--- src/rtl/pcs_pkg.sv ---
// Package: shared waveform code type and the pin decode function of the
// pattern chain sequencer. Assumes 2-bit codes per pin.
package pcs_pkg;

    typedef enum logic [1:0] {
        WAVE_LOW  = 2'b00,
        WAVE_PWM  = 2'b01,
        WAVE_INV  = 2'b10,
        WAVE_HIGH = 2'b11
    } wave_e;

    // Resolve one pin level from its code and the PWM level.
    function automatic logic wave_level(input logic [1:0] code, input logic pwm);
        case (wave_e'(code))
            WAVE_LOW:  wave_level = 1'b0;
            WAVE_PWM:  wave_level = pwm;
            WAVE_INV:  wave_level = ~pwm;
            default:   wave_level = 1'b1;
        endcase
    endfunction

endpackage

--- src/rtl/pcs_entry_bank.sv ---
// Entry bank: N_ENTRIES words of flops with a host write port and two
// combinational read ports (host readback and the load path).
// Assumes: indices at or above N_ENTRIES are ignored on write and read as zero.
module pcs_entry_bank #(
    parameter int N_ENTRIES = 12,
    parameter int WORD_W    = 16,
    parameter int IDX_W     = 4
) (
    input  logic              clk,
    input  logic              rst_n,
    input  logic              wr_en,
    input  logic [IDX_W-1:0]  wr_idx,
    input  logic [WORD_W-1:0] wr_word,
    input  logic [IDX_W-1:0]  rd_idx,
    output logic [WORD_W-1:0] rd_word,
    input  logic [IDX_W-1:0]  ld_idx,
    output logic [WORD_W-1:0] ld_word,
    output logic              ld_valid
);
    localparam logic [IDX_W-1:0] LAST_IDX = IDX_W'(N_ENTRIES - 1);

    logic [WORD_W-1:0] mem [N_ENTRIES];

    // One register per entry, written only when its index matches.
    for (genvar g = 0; g < N_ENTRIES; g++) begin : g_entry
        always_ff @(posedge clk) begin
            if (!rst_n) begin
                mem[g] <= '0;
            end else if (wr_en && (wr_idx == IDX_W'(g))) begin
                mem[g] <= wr_word;
            end
        end
    end

    // Host readback multiplexer; out-of-range indices yield zero.
    always_comb begin
        rd_word = '0;
        for (int i = 0; i < N_ENTRIES; i++) begin
            if (rd_idx == IDX_W'(i)) rd_word = mem[i];
        end
    end

    // Load-path multiplexer plus legality of the requested index.
    always_comb begin
        ld_word = '0;
        for (int i = 0; i < N_ENTRIES; i++) begin
            if (ld_idx == IDX_W'(i)) ld_word = mem[i];
        end
    end

    assign ld_valid = (ld_idx <= LAST_IDX);

    AST_RD_OOR_ZERO: assert property (@(posedge clk) disable iff (!rst_n)
        (rd_idx > LAST_IDX) |-> (rd_word == '0));

    AST_WR_NOT_SEEN_BY_LOAD: assert property (@(posedge clk) disable iff (!rst_n)
        (wr_en && (wr_idx == ld_idx) && ld_valid && (wr_word != ld_word))
            |=> (ld_word != $past(ld_word)) || (ld_idx != $past(ld_idx)));

endmodule

--- src/rtl/pcs_load_ctrl.sv ---
// Load controller: detects the rising edge of the load strobe and copies the
// word at the current pointer into the active register, or raises a
// one-cycle error when the pointer is out of range.
// Assumes: the strobe is synchronous to clk.
module pcs_load_ctrl #(
    parameter int WORD_W = 16,
    parameter int IDX_W  = 4
) (
    input  logic              clk,
    input  logic              rst_n,
    input  logic              strobe,
    input  logic [WORD_W-1:0] ld_word,
    input  logic              ld_valid,
    output logic [WORD_W-1:0] active_word,
    output logic [IDX_W-1:0]  next_ptr,
    output logic              err_pulse
);
    logic              strobe_q;
    logic              rise;
    logic [WORD_W-1:0] active_q;

    assign rise = strobe & ~strobe_q;

    // Strobe history, active register update and error pulse.
    always_ff @(posedge clk) begin
        if (!rst_n) begin
            strobe_q  <= 1'b0;
            active_q  <= '0;
            err_pulse <= 1'b0;
        end else begin
            strobe_q  <= strobe;
            err_pulse <= rise & ~ld_valid;
            if (rise && ld_valid) active_q <= ld_word;
        end
    end

    assign active_word = active_q;
    assign next_ptr    = active_q[WORD_W-1 -: IDX_W];

    AST_ERR_SINGLE: assert property (@(posedge clk) disable iff (!rst_n)
        err_pulse |=> !err_pulse);

    AST_ERR_KEEPS_ACTIVE: assert property (@(posedge clk) disable iff (!rst_n)
        err_pulse |-> $stable(active_q));

    AST_NO_EDGE_NO_LOAD: assert property (@(posedge clk) disable iff (!rst_n)
        !rise |=> $stable(active_q));

    AST_LOAD_COPIES: assert property (@(posedge clk) disable iff (!rst_n)
        (rise && ld_valid) |=> (active_q == $past(ld_word)));

endmodule

--- src/rtl/pcs_pin_stage.sv ---
// Pin stage: purely combinational decode of per-pin waveform codes against
// the PWM input. Assumes codes are packed with pin p at bits [2p+1:2p].
module pcs_pin_stage
    import pcs_pkg::*;
#(
    parameter int N_PINS = 6
) (
    input  logic [2*N_PINS-1:0] codes,
    input  logic                pwm,
    output logic [N_PINS-1:0]   pins
);
    // One selector per pin.
    for (genvar p = 0; p < N_PINS; p++) begin : g_pin
        assign pins[p] = wave_level(codes[2*p +: 2], pwm);
    end

endmodule

--- src/rtl/pattern_chain_seq.sv ---
// Top: linked pattern chain sequencer. Ties the entry bank, the load
// controller and the pin stage together.
// Assumes: WORD_W >= IDX_W + 2*N_PINS; pointer sits in the top IDX_W bits.
module pattern_chain_seq #(
    parameter int N_ENTRIES = 12,
    parameter int WORD_W    = 16,
    parameter int IDX_W     = 4,
    parameter int N_PINS    = 6
) (
    input  logic              clk,
    input  logic              rst_n,
    input  logic              host_wr_en,
    input  logic [IDX_W-1:0]  host_wr_idx,
    input  logic [WORD_W-1:0] host_wr_word,
    input  logic [IDX_W-1:0]  host_rd_idx,
    output logic [WORD_W-1:0] host_rd_word,
    input  logic              load_strobe,
    input  logic              pwm_in,
    output logic [N_PINS-1:0] pin_out,
    output logic              ptr_err
);
    localparam int CODE_W = 2 * N_PINS;

    logic [WORD_W-1:0] ld_word;
    logic              ld_valid;
    logic [WORD_W-1:0] active_word;
    logic [IDX_W-1:0]  next_ptr;

    pcs_entry_bank #(
        .N_ENTRIES (N_ENTRIES),
        .WORD_W    (WORD_W),
        .IDX_W     (IDX_W)
    ) u_bank (
        .clk      (clk),
        .rst_n    (rst_n),
        .wr_en    (host_wr_en),
        .wr_idx   (host_wr_idx),
        .wr_word  (host_wr_word),
        .rd_idx   (host_rd_idx),
        .rd_word  (host_rd_word),
        .ld_idx   (next_ptr),
        .ld_word  (ld_word),
        .ld_valid (ld_valid)
    );

    pcs_load_ctrl #(
        .WORD_W (WORD_W),
        .IDX_W  (IDX_W)
    ) u_load (
        .clk         (clk),
        .rst_n       (rst_n),
        .strobe      (load_strobe),
        .ld_word     (ld_word),
        .ld_valid    (ld_valid),
        .active_word (active_word),
        .next_ptr    (next_ptr),
        .err_pulse   (ptr_err)
    );

    pcs_pin_stage #(
        .N_PINS (N_PINS)
    ) u_pins (
        .codes (active_word[CODE_W-1:0]),
        .pwm   (pwm_in),
        .pins  (pin_out)
    );

    AST_WRITE_KEEPS_PINS: assert property (@(posedge clk) disable iff (!rst_n)
        (host_wr_en && !load_strobe) |=> $stable(active_word));

    AST_ERR_ONLY_ON_STROBE: assert property (@(posedge clk) disable iff (!rst_n)
        ptr_err |-> $past(load_strobe));

endmodule

--- config.mk ---
export PLATFORM = sky130hd
export DESIGN_NAME = pattern_chain_seq
export DESIGN_NICKNAME = d
export VERILOG_FILES = /design/src/rtl/pcs_pkg.sv /design/src/rtl/pcs_entry_bank.sv /design/src/rtl/pcs_load_ctrl.sv /design/src/rtl/pcs_pin_stage.sv /design/src/rtl/pattern_chain_seq.sv
export SDC_FILE = /design/constraint.sdc
export NUM_CORES = 1
export LEC_CHECK = 0
export CAP_MARGIN = 40
export CORE_ASPECT_RATIO = 1.2
export CORE_UTILIZATION = 45
export DETAILED_ROUTE_END_ITERATION = 10
export GPL_TIMING_DRIVEN = 0
export PLACE_DENSITY_LB_ADDON = 0.08
export SYNTH_ARGS = -nofsm -noshare
export SYNTH_HDL_FRONTEND = slang
export SYNTH_SLANG_ARGS = --single-unit
--- constraint.sdc ---
create_clock -name clk -period 2.75 [get_ports clk]
set_input_delay 0.55 -clock clk [delete_from_list [all_inputs] [get_ports clk]]
set_output_delay 0.55 -clock clk [all_outputs]
set_load 0.03 [all_outputs]
==> metrics.md, run 1 <==
| Metric | Value |
|---|---|
| Status | complete, but fails checks |
| Failing checks | negative setup slack |
| Wire length on met3 | 4.65 mm |
| Sequential area share after synthesis | 51.1% |
| Clk pwr share | between 30% and 40% |
| Netlist Area Pre-Place | 0.0120 mm^2 |
| Top Layer Used | met4 |
| Largest net degree at the start of global routing | 15 |
| Initial antenna violation count | 1 |
| CP endpoint kind | output pin |
| Top cells by count, synth | and2_1, edfxtp_1, o21ai_0, clkbuf_1, nand2_1 |
| YS warnings | 0 |
| Worst setup SP type | input pin |
| CP max FO | 10 |
| Max-Cap Viols | 0 |
| Post-DR wirelength/cell | 34.0 um |
| Share of power burned in registers | 43.0% |
| Worst setup margin | -10.3 ps |
| Setup Viol. Count Final | 1 |
| GPL Wtd Cong | around 1.0 |
| Minimum clock period | approximately 2800 ps |
| Area leader, netlist | edfxtp_1 |
| Peak supply drop | approximately 0.51 mV |
| # placed instances | 1534 |
| Worst Tran Pin Value | 956 ps |
| Mapped Nets | 1164 |
| Clk buf depth | 3 |
| Core Footprint | 0.0263 mm^2 |
| Die footprint | between 0.02 and 0.03 mm^2 |
| Crit path DAT | between 2000 and 2500 ps |
| Grt ovf | 0 |
| Chip width | roughly 150 um |
| RSZ-0062 raised after global routing | no |
| Met1 wire length | a little over 20 mm |
| Critical Path RT | 2200 ps |
| Vias per Instance | about 6.6 |
| CTS root buf | clkbuf_16 |
| Via count | 10573 |
| Share of async-settable or async-resettable flops after synthesis | 0% |
| Syn Area/Cell | 10.6 um^2 |
| Drc violations | 0 |
| Achievable Freq | 362 MHz |
| Area growth, synth to finish | 19.8% |
| Hold crit path type | flip-flop to flip-flop |
| Post-synth top flop | edfxtp_1 |
| Internal power | between 0.006 and 0.007 W |
| P_leak | 5.14 nW |
| Gate power share | 21.0% |
| Top cells by area, synth | edfxtp_1, and2_1, o21ai_0 |
| Drt first pass iters | 6 |
| Port-buffer cells | 47 |
| Post-synthesis cell count | 1135 |
| Antenna viol nets, final | 0 |
| Worst skew pair latency | 550 ps |
| Final count of pins violating max slew | 0 |
| Worst setup skew after layout | about 13 ps |
| Initial core utilization | 45.6% |
| Total GRT Usage | between 40% and 50% |
| First-pass GRT wire length | 75.7 mm |
| Slew Limit Headroom | a little over a third |
| Share of cells above drive strength 1 | 18.7% |
| Setup tns final | -10.3 ps |
| # fillers | ~2400 |
| Post-Layout Cell Count | 1591 |
| CTS Buf Count | 24 |
| Area share of the largest cell type after synthesis | 48.1% |
| IO Pins | 52 |
| Netlist cell types | 70 |
| CTS tree | built |
| P per Cell Area | 626 mW/mm^2 |
| Hold Fails Final Rpt | 0 |
| Switching pwr | 0.00281 W |
| Die height | approximately 180 um |
| Sw Ratio | 31.3% |
| Row cnt | 65 |
| Synth Register Bits | 210 |
| Vias in the first global route | 10620 |
| Fin crit share | 100% |
| Crit path kind | input pin to output pin |
| HPWL after DPL | just under 40 mm |
| CTS clock-pin slew for the worst setup and hold paths | 60 ps |
| Iteration-0 DRC Markers | between 1000 and 1500 |
| CTS H-tree lvls | 1 |
| Final net count | between 1000 and 1500 |
| Hold-fix buffers, CTS | 0 |
| EDFF count, synth | ~190 |
| Top-count cell post-synth | and2_1 |
| Routed wire length | ~54 mm |
| Met2 wire len | 24.6 mm |
| Clock sink total | 210 |
-- final timing paths --
| path | startpoint | endpoint | cells after the start | slack (ps) |
|---|---|---|---|---|
| setup / recovery | host_rd_idx[2] | host_rd_word[15] | 8 | -10 |
| hold / removal | u_load.active_word[5]$_SDFFE_PN0P_ | u_load.active_word[5]$_SDFFE_PN0P_ | 1 | 460 |
| setup reg to reg | u_load.active_word[12]$_SDFFE_PN0P_ | u_load.active_word[4]$_SDFFE_PN0P_ | 7 | 60 |
| hold reg to reg | u_load.active_word[5]$_SDFFE_PN0P_ | u_load.active_word[5]$_SDFFE_PN0P_ | 1 | 460 |
-- cell type report --
type | count | area (um^2) | area share, %
sequential | 210 | 6130 | 42.7
timing repair buffer | 77 | 733 | 5.11
inverter | 20 | 75.1 | 0.523
tap | 335 | 419 | 2.92
clock buffer | 28 | 637 | 4.44
clock inverter | 14 | 128 | 0.889
antenna | 3 | 7.51 | 0.0523
multi-input combinational | 797 | 5530 | 38.5
buffer | 107 | 704 | 4.91
-- cells in the final DEF (no fill, tap or decap), drive strengths merged, types with 17 or more instances in the layout --
cell / instances
a21oi: 38
a22o: 22
a22oi: 19
and2: 196
buf: 93
clkbuf: 90
clkdlybuf4s50: 27
dfxtp: 18
edfxtp: 192
inv: 18
mux2: 25
mux2i: 27
nand2: 58
nand2b: 24
nor2: 46
nor2b: 17
nor3: 17
o21ai: 109
o22ai: 41
-- cells by family (layout without fill, tap and decap cells) --
| group | after synthesis | in the layout | share of synthesized area (%) |
|---|---|---|---|
| and+or+nand+nor | 406 | 406 | 19.2 |
| AOI/OAI and AO/OA | 326 | 326 | 17.8 |
| DFF | 210 | 210 | 51.1 |
| buffers and inverters | 128 | 246 | 4.79 |
| muxes | 65 | 65 | 7.05 |
| other | 0 | 3 | 0 |
-- power by group through the flow --
stage | combinational, W | clock, W | sequential (W)
floorplan | 0.000973 | 0 | 0.00384
global placement | 0.00169 | 0 | 0.00393
detailed placement | 0.00174 | 0 | 0.00391
CTS | 0.00180 | 0.00324 | 0.00385
global route | 0.00192 | 0.00334 | 0.00387
finish | 0.00188 | 0.00324 | 0.00386
-- flip-flops by register name, summed over array words and instances, names as in the netlist --
signal / flops
u_bank.mem: 192
u_load.active_word: 16
u_load.err_pulse: 1
u_load.strobe_q: 1
-- metal layers --
layer	vias up	track usage, %
li1	4447	-
met1	5175	51.6
met2	731	63.4
met3	220	4.97
met4	0	26.7
met5	-	0
-- timing repair --
action	4_1_cts	5_1_grt
pin swaps	11	2
resized for setup	202	17
setup endpoints to repair	17	9
setup buffers	11	0
cloned	2	0
-- metrics by stage --
stage,cell area [um^2],hold WS [ps],utilization (%),worst slack [ps],total power [W]
finish,14400,460,54.7,-10.3,0.00899
global route,14300,483,54.6,4.33,0.00914
CTS,14300,462,54.4,-48.6,0.00889
detailed placement,13100,442,50.0,-1920,0.00565
global placement,12900,439,49.0,-1910,0.00562
floorplan,12000,422,-,121,0.00481
-- critical path: stages --
cell	delay, ps
buf_4	130
buf_6	140
clkbuf_8	200
mux2i_1	300
nor4_2	80
nor4_2	450
o22ai_2	140
buf_2	200
Power figures use the tool's default switching activity.
==> run 2: changes to the inputs <==
- DONT_BUFFER_PORTS: unset -> 1
- GPL_ROUTABILITY_DRIVEN: unset -> 0
==> run 2 against run 1 <==
The run still ends with negative setup slack left. Non-clock buffer count fell by 57. Global-route usage shrank 3.7 points. Via count decreased by 2.6%. Die area is the same. Sequential share of layout area up 1.8 points. Maximum frequency is 1.9% lower. Hold slack worse by 310 ps. Wire length decreased by 8.7%. First-iteration DRC count rose by 5.2%. Critical path type is now flip-flop to flip-flop. Critical endpoint is now u_load.active_word[4]$_SDFFE_PN0P_. Largest power group unchanged.
==> metrics.md, run 2 (same netlist as run 1, synthesis figures left out) <==
| Metric | Value |
|---|---|
| Row cnt | 65 (unchanged) |
| Most common cell after layout, fill and taps aside | and2_1 (unchanged) |
| HPWL after DPL | 36.0 mm (was 39.3 mm) |
| Tot Pwr | 0.00896 W (was 0.00899 W) |
| CP startpoint | u_load.active_word[12]$_SDFFE_PN0P_ (was host_rd_idx[2]) |
| Setup tns final | -112 ps (was -10.3 ps) |
| Hold Fails Final Rpt | 0 (unchanged) |
| R2r startpoint | u_load.active_word[12]$_SDFFE_PN0P_ (unchanged) |
| Setup Viol. Count Final | 5 (was 1) |
| Worst Tran Pin Value | 837 ps (was 956 ps) |
| Initial core utilization | 45.6% (unchanged) |
| Design area | 0.0138 mm^2 (was 0.0144 mm^2) |
| Largest Register | u_bank.mem (unchanged) |
| Clk buf depth | 3 (unchanged) |
| Clock sink total | 210 (unchanged) |
| RSZ-0062 raised after global routing | yes (was no) |
| Final count of pins violating max slew | 0 (unchanged) |
| Via count | 10300 (was 10573) |
| Worst Hold Margin | 151 ps (was 460 ps) |
| Minimum clock period | 2810 ps (was 2760 ps) |
| Drc violations | 0 (unchanged) |
| Antenna diodes | 0 (was 3) |
| Core Footprint | 0.0263 mm^2 (unchanged) |
| Vias in the first global route | 10110 (was 10620) |
| Worst setup skew after layout | 11.5 ps (was 13.3 ps) |
| P per Cell Area | 651 mW/mm^2 (was 626 mW/mm^2) |
| Failing checks | negative setup slack (unchanged) |
| Worst setup margin | -64.8 ps (was -10.3 ps) |
| Drt first pass iters | 6 (unchanged) |
| Max-Cap Viols | 0 (unchanged) |
| CTS clock-pin slew for the worst setup and hold paths | 70 ps (was 60 ps) |
| Post-DR wirelength/cell | 32.2 um (was 34.0 um) |
| First-pass GRT wire length | 69.8 mm (was 75.7 mm) |
| Achievable Freq | 355 MHz (was 362 MHz) |
| Largest net degree at the start of global routing | 15 (unchanged) |
| CTS root buf | clkbuf_16 (unchanged) |
| Antenna viol nets, final | 0 (unchanged) |
| Crit path kind | flip-flop to flip-flop (was input pin to output pin) |
| Port-buffer cells | 0 (was 47) |
| Die height | 181 um (unchanged) |
| Area growth, synth to finish | 14.8% (was 19.8%) |
| Routed wire length | 49.3 mm (was 54.0 mm) |
| Chip width | 151 um (unchanged) |
| Status | complete, but fails checks (unchanged) |
| Total GRT Usage | 36.6% (was 40.2%) |
| Area post-placement | 0.0127 mm^2 (was 0.0131 mm^2) |
| Hold Crit Start | load_strobe (was u_load.active_word[5]$_SDFFE_PN0P_) |
| Grt ovf | 0 (unchanged) |
| Initial antenna violation count | 1 (unchanged) |
| IO Pins | 52 (unchanged) |
| Hold-fix buffers, CTS | 0 (unchanged) |
| Critical Path RT | 3130 ps (was 2200 ps) |
| Max reg flops | 192 (unchanged) |
| Fin crit share | 102% (was 100%) |
| Slew Limit Headroom | 44.0% (was 35.8%) |
| Place WS | -858 ps (was -1920 ps) |
| Crit path DAT | 3200 ps (was 2210 ps) |
| CTS tree | built (unchanged) |
| Hold crit path type | input pin to flip-flop (was flip-flop to flip-flop) |
| Peak supply drop | 0.478 mV (was 0.509 mV) |
| CP max FO | 10 (unchanged) |
| Worst setup SP type | flip-flop (was input pin) |
| Die footprint | 0.0273 mm^2 (unchanged) |
| Highest-count cells in the layout ignoring fill and taps | and2_1, edfxtp_1, o21ai_0 (unchanged) |
| Iteration-0 DRC Markers | 1465 (was 1392) |
| CP endpoint kind | flip-flop (was output pin) |
| Share of cells above drive strength 1 | 16.5% (was 18.7%) |
| CTS Buf Count | 23 (was 24) |
| Post-CTS Setup Bufs | 0 (was 11) |
| Final net count | 1208 (was 1266) |
| P_leak | 4.84 nW (was 5.14 nW) |
| Vias per Instance | 6.73 (was 6.65) |
| CTS H-tree lvls | 1 (unchanged) |
| Worst skew pair latency | 530 ps (was 550 ps) |
==> run 2: final timing paths <==
path                                                           end  slack (ps)  cells past startpoint
worst max-delay path            u_load.active_word[4]$_SDFFE_PN0P_         -60                      7
worst min-delay path                    u_load.strobe_q$_SDFF_PN0_         150                      1
worst max register to register  u_load.active_word[4]$_SDFFE_PN0P_         -60                      7
worst min register to register  u_load.active_word[5]$_SDFFE_PN0P_         450                      1
==> run 2: final cells by class <==
cell class | count | area (um^2)
Buffer | 108 | 581
Clock buffer | 30 | 653
Clock inverter | 12 | 176
Fill cell | 2361 | 12500
Inverter | 20 | 75.1
Multi-Input combinational cell | 797 | 5510
Sequential cell | 210 | 6130
Tap cell | 335 | 419
Timing Repair Buffer | 19 | 220
==> run 2: layer usage <==
layer  wire (um)  global-route usage (%)
met5          10                       0
met4        3460                    22.3
met3        5260                    6.99
met2       22400                    56.8
met1       18200                    46.8
==> run 2: where the power goes <==
group	leakage [nW]	switching (W)	total, W	internal (W)
Sequential	1.99	0.000174	0.00387	0.00369
Combinational	2.45	0.00115	0.00170	0.000542
Clock	0.402	0.00134	0.00340	0.00206
==> run 2: per-stage QoR <==
stage                     instances  util, %
after global placement         1470     47.3
after floorplan                1135        -
after CTS                      1531     52.0
after global routing           1531     52.4
final                          1531     52.4
after detailed placement       1489     48.3
==> run 2: worst max-delay path: stages, from the launching register on <==
cell and delay (ps):
dfxtp_1 480, buf_2 370, buf_4 280, buf_2 320
buf_2 370, a21oi_1 90, a221oi_1 560, o22ai_1 180
==> run 2: timing repair <==
action	in CTS	in global routing
pin swaps	5	2
gates resized for setup	45	33
setup endpoints to repair	16	15
